### config.mk
export PLATFORM = sky130hd
export DESIGN_NAME = dma_event_flags
export DESIGN_NICKNAME = d
export VERILOG_FILES = /design/src/rtl/dma_event_flags.sv
export SDC_FILE = /design/constraint.sdc
export NUM_CORES = 1
export LEC_CHECK = 0
export BUFFER_PORTS_ARGS = -buffer_cell sky130_fd_sc_hd__buf_2
export CELL_PAD_IN_SITES_DETAIL_PLACEMENT = 1
export CELL_PAD_IN_SITES_GLOBAL_PLACEMENT = 1
export CORE_MARGIN = 3
export CORE_UTILIZATION = 30
export CTS_BUF_LIST = sky130_fd_sc_hd__clkbuf_8
export DETAILED_ROUTE_END_ITERATION = 7
export GPL_ROUTABILITY_DRIVEN = 0
export PLACE_DENSITY_LB_ADDON = 0.05
export SYNTH_ARGS = -nofsm -noshare
export SYNTH_HDL_FRONTEND = slang
export SYNTH_SLANG_ARGS = --single-unit
### constraint.sdc
create_clock -name clk -period 1 [get_ports clk]
set_input_delay 0.05 -clock clk [delete_from_list [all_inputs] [get_ports clk]]
set_output_delay 0.05 -clock clk [all_outputs]
set_load 0.03 [all_outputs]
### src/rtl/dma_event_flags.sv
module dma_event_flags #(
  parameter int ADDR_W     = 4,
  parameter int STATUS_OFS = 0,
  parameter int CLEAR_OFS  = 4,
  parameter int ENABLE_OFS = 8
) (
  input  logic              clk,
  input  logic              rst_n,
  input  logic [3:0]        evt_fifo_err,
  input  logic [3:0]        evt_direct_err,
  input  logic [3:0]        evt_xfer_err,
  input  logic [3:0]        evt_half,
  input  logic [3:0]        evt_done,
  input  logic              wr_en,
  input  logic [ADDR_W-1:0] addr,
  input  logic [31:0]       wdata,
  output logic [31:0]       rdata,
  output logic [3:0]        irq_stream,
  output logic              irq_any
);
  localparam int NSTREAM = 4;
  localparam int NSRC    = 5;

  function automatic int grp_base(int s);
    return (s % 2) * 6 + (s / 2) * 16;
  endfunction

  function automatic int bit_pos(int s, int k);
    return grp_base(s) + ((k == 0) ? 0 : k + 1);
  endfunction

  function automatic logic [31:0] grp_mask(int s);
    logic [31:0] m;
    m = '0;
    for (int k = 0; k < NSRC; k++) m[bit_pos(s, k)] = 1'b1;
    return m;
  endfunction

  function automatic logic [31:0] all_mask();
    logic [31:0] m;
    m = '0;
    for (int s = 0; s < NSTREAM; s++) m = m | grp_mask(s);
    return m;
  endfunction

  localparam logic [31:0] VALID = all_mask();

  logic [NSRC-1:0][NSTREAM-1:0] evt_all;
  logic [31:0] set_vec, clr_vec, flag_q, en_q;
  logic [NSTREAM-1:0] hit;
  logic [ADDR_W-1:2] word;

  assign evt_all = {evt_done, evt_half, evt_xfer_err, evt_direct_err, evt_fifo_err};
  assign word    = addr[ADDR_W-1:2];

  always_comb begin
    set_vec = '0;
    for (int s = 0; s < NSTREAM; s++)
      for (int k = 0; k < NSRC; k++)
        set_vec[bit_pos(s, k)] = evt_all[k][s];
  end

  assign clr_vec = (wr_en && word == CLEAR_OFS[ADDR_W-1:2]) ? (wdata & VALID) : '0;

  always_ff @(posedge clk) begin
    if (!rst_n) begin
      flag_q <= '0;
      en_q   <= '0;
    end else begin
      flag_q <= (flag_q & ~clr_vec) | set_vec;
      if (wr_en && word == ENABLE_OFS[ADDR_W-1:2])
        en_q <= wdata & VALID;
    end
  end

  for (genvar s = 0; s < NSTREAM; s++) begin : g_irq
    assign hit[s] = |(flag_q & en_q & grp_mask(s));
  end

  always_ff @(posedge clk) begin
    if (!rst_n) irq_stream <= '0;
    else        irq_stream <= hit;
  end

  assign irq_any = |irq_stream;

  always_comb begin
    rdata = '0;
    if (word == STATUS_OFS[ADDR_W-1:2])      rdata = flag_q;
    else if (word == ENABLE_OFS[ADDR_W-1:2]) rdata = en_q;
  end


  set_sticks_chk: assert property (@(posedge clk) disable iff (!rst_n)
    (set_vec != 0) |=> ((flag_q & $past(set_vec)) == $past(set_vec)));


  clear_drops_chk: assert property (@(posedge clk) disable iff (!rst_n)
    (clr_vec != 0) |=> ((flag_q & $past(clr_vec) & ~$past(set_vec)) == 0));


  flags_hold_chk: assert property (@(posedge clk) disable iff (!rst_n)
    (set_vec == 0 && clr_vec == 0) |=> $stable(flag_q));


  reserved_zero_chk: assert property (@(posedge clk) disable iff (!rst_n)
    ((flag_q | en_q) & ~VALID) == 0);


  irq_quiet_chk: assert property (@(posedge clk) disable iff (!rst_n)
    ((flag_q & en_q) == 0) |=> (irq_stream == 0));
endmodule

==> flow_summary.json <==
{
  "grt_pass1_wl_um": 11900,
  "fin_setup_tns_ns": -1.46,
  "worstSetupPathType": "reg2out",
  "drv_cap": 0,
  "outcome": "complete, but fails checks",
  "avgRoutedWirePerCell_um": 14.7,
  "yosysWarningCount": 0,
  "drc_errors": 0,
  "critPathTopFamily": "simple AND/OR/NAND/NOR gates",
  "path_clk_slew_ns": 0.09,
  "ir_drop_mv": 0.608,
  "die_area_um2": 8200,
  "setup_violations": 22,
  "met1_usage_pct": 21.9,
  "grt_pass1_vias": 2430,
  "worst-path-max-fanout": 2,
  "crit_path_end_kind": "primary output",
  "powerDensity_nw_per_um2": 1160,
  "initial_core_util_pct": 31.2,
  "h-tree-depth": 2,
  "detail-route-antenna-nets": 0,
  "die_height_um": 90.6,
  "arrival_ns": 1.30,
  "die_x_um": 90.6,
  "tritoncts.num_buffers": 5,
  "synthCells": 249,
  "io_pins": 96,
  "busiest_layer": "met2",
  "clk_latency_ns": 0.29,
  "seqCellArea_um2": 935,
  "post-route-util_pct": 50.2,
  "cp.buffers_inverters": 1,
  "startpoint_type": "register",
  "ys_seq_elements": 44,
  "finalMaxSlewViolations": 0,
  "p_leak_nw": 1.60,
  "fmax_mhz": 743,
  "hp-class": "in2reg",
  "layout.nets": 450,
  "hold_viol_final": 0,
  "antenna_cells": 0,
  "placedCellCount": 422,
  "first_pass_iters": 4,
  "initialDrtViolationCount": 76,
  "antenna_found_initial": 0,
  "fp.coreArea_um2": 6870,
  "io_buffers": 69,
  "fillers": 830,
  "grt_max_degree": 24,
  "clock_path_buffers": 2,
  "drive_gt1_share_pct": 47.4,
  "finalCriticalPeriod_ns": 1.35,
  "layoutNonFillerInstCount": 488,
  "worst_path_max_delay_cell": "or4_4",
  "total_power_w": 0.00399,
  "violations": "setup timing",
  "skew_ns": 0.00651,
  "gr-usage-met3_pct": 3.42,
  "syn2layout_area_growth_pct": 60.9,
  "period_share_pct": 135,
  "routed_wl_um": 7150,
  "ys_types": 19,
  "cts_tree": "done",
  "worstPathCellList": "or4_4 -> buf_6",
  "setup_slack_ns": -0.346,
  "max_stage_delay_ns": 0.52,
  "vias": 2235,
  "yosysSeqAreaShare_pct": 41.1,
  "dpl.hpwl_um": 4710,
  "rows": 30,
  "grt_util_all_layers_pct": 17.7,
  "grt_setup_unrepaired": "yes",
  "vias_per_cell": 4.58,
  "avgSynthCellArea_um2": 8.61,
  "grt_remaining_overflow": 0,
  "syn_area_um2": 2140,
  "use_met2_pct": 31.6,
  "multi_input_area_um2": 1060,
  "cp.required_ns": 0.95,
  "clock-root-buffer": "clkbuf_8",
  "place_ws_ns": -0.0710,
  "cts.sinks": 44
}
[cells in the mapped netlist (all sizes together)]
library cell	instances	share of area (%)
a31oi	20	5.8
inv	20	3.5
mux2i	20	9.3
nand3b	1	0.35
and3b	1	0.41
conb	1	0.17
nand2	41	7.2
a222oi	4	1.9
buf	21	7.2
clkbuf	6	1.1
a22oi	4	1.4
o21ai	20	4.7
dfxtp	44	41
nor2	21	3.7
or4	1	0.35
a21boi	24	12
[state kept, by name, indices dropped and copies added, names as in the netlist]
signal and flops:
en_q 20, flag_q 20, irq_stream 4
[per-stage QoR]
step,hold slack [ns],cell area (µm²)
floorplan,0.150,2200
global placement,0.253,2690
detailed placement,0.256,2690
CTS,0.00197,3400
global route,0.0107,3450
finish,0.0121,3450
[path summary, 6_finish.rpt]
kind,from,end,slack (ns),cells past startpoint
worst max-delay path,irq_stream[3],irq_any,-0.35,2
worst min-delay path,evt_half[2],flag_q[20],0.01,3
worst max register to register,flag_q[4],irq_stream[0],0,3
worst min register to register,en_q[26],en_q[26],0.48,2
[metal layers]
metal	routed length, µm	vias to the layer above
met5	0	-
met3	314	2
li1	-	1114
met4	32	0
met1	3140	1067
met2	3670	52
[worst reg2reg max path: cells and delay by family, from the launching register on]
family	cells	cell delay (ns)
flip-flops	1	0.34
buffers and inverters	1	0.11
AO/OA/AOI/OAI	2	0.44
[kinds of logic (layout without fill, tap and decap cells)]
family                 count (synthesis)  count (layout)  share of synthesized area [%]
AO/OA/AOI/OAI                         72              72                           25.7
AND/OR/NAND/NOR                       65              65                           12.0
buffers and inverters                 47             179                           11.8
flip-flops                            44              44                           41.1
multiplexers                          20              20                           9.33
other                                  1              12                          0.175
[cell type report]
| cell class | count | area share, % |
|---|---|---|
| Inverter | 20 | 2.18 |
| Clock buffer | 5 | 1.99 |
| Sequential cell | 44 | 27.1 |
| Timing Repair Buffer | 151 | 33.9 |
| Multi-Input combinational cell | 169 | 30.8 |
| Tap cell | 96 | 3.48 |
| Clock inverter | 3 | 0.544 |
[where the power goes]
part	total [W]	leakage, nW	internal, W	switching (W)
Sequential	0.00192	0.377	0.00186	0.0000627
Combinational	0.000950	1.18	0.000472	0.000479
Clock	0.00112	0.0479	0.000488	0.000629
Total	0.00399	1.60	0.00282	0.00117
[placed cells by master, fill, tap and decap left out]
cell,Yosys,final
clkinv_2,0,2
clkinv_4,0,1
mux2i_1,20,20
a21boi_2,20,20
o21ai_0,20,20
a31oi_1,20,20
or4_4,0,1
dfxtp_1,44,3
buf_2,4,48
a22oi_1,4,3
a22oi_2,0,1
and3b_1,1,1
buf_4,15,54
buf_12,0,2
clkbuf_8,0,5
nand3b_1,1,1
dfxtp_4,0,1
dlygate4sd3_1,0,37
a21boi_1,0,4
a222oi_1,4,4
inv_1,20,20
nand2_1,41,41
nor2_1,21,20
conb_1,1,12
nor2_2,0,1
dfxtp_2,0,40
buf_6,2,10
[repair_timing]
action | CTS | global route
pin swaps | 8 | 14
buffers inserted | 19 | 5
hold buffers | 37 | 0
endpoints found under the hold margin | 33 | 0
setup endpoints to repair | 21 | 25
resized for setup | 66 | 8
No activity file was read; power rests on OpenSTA's default activity.
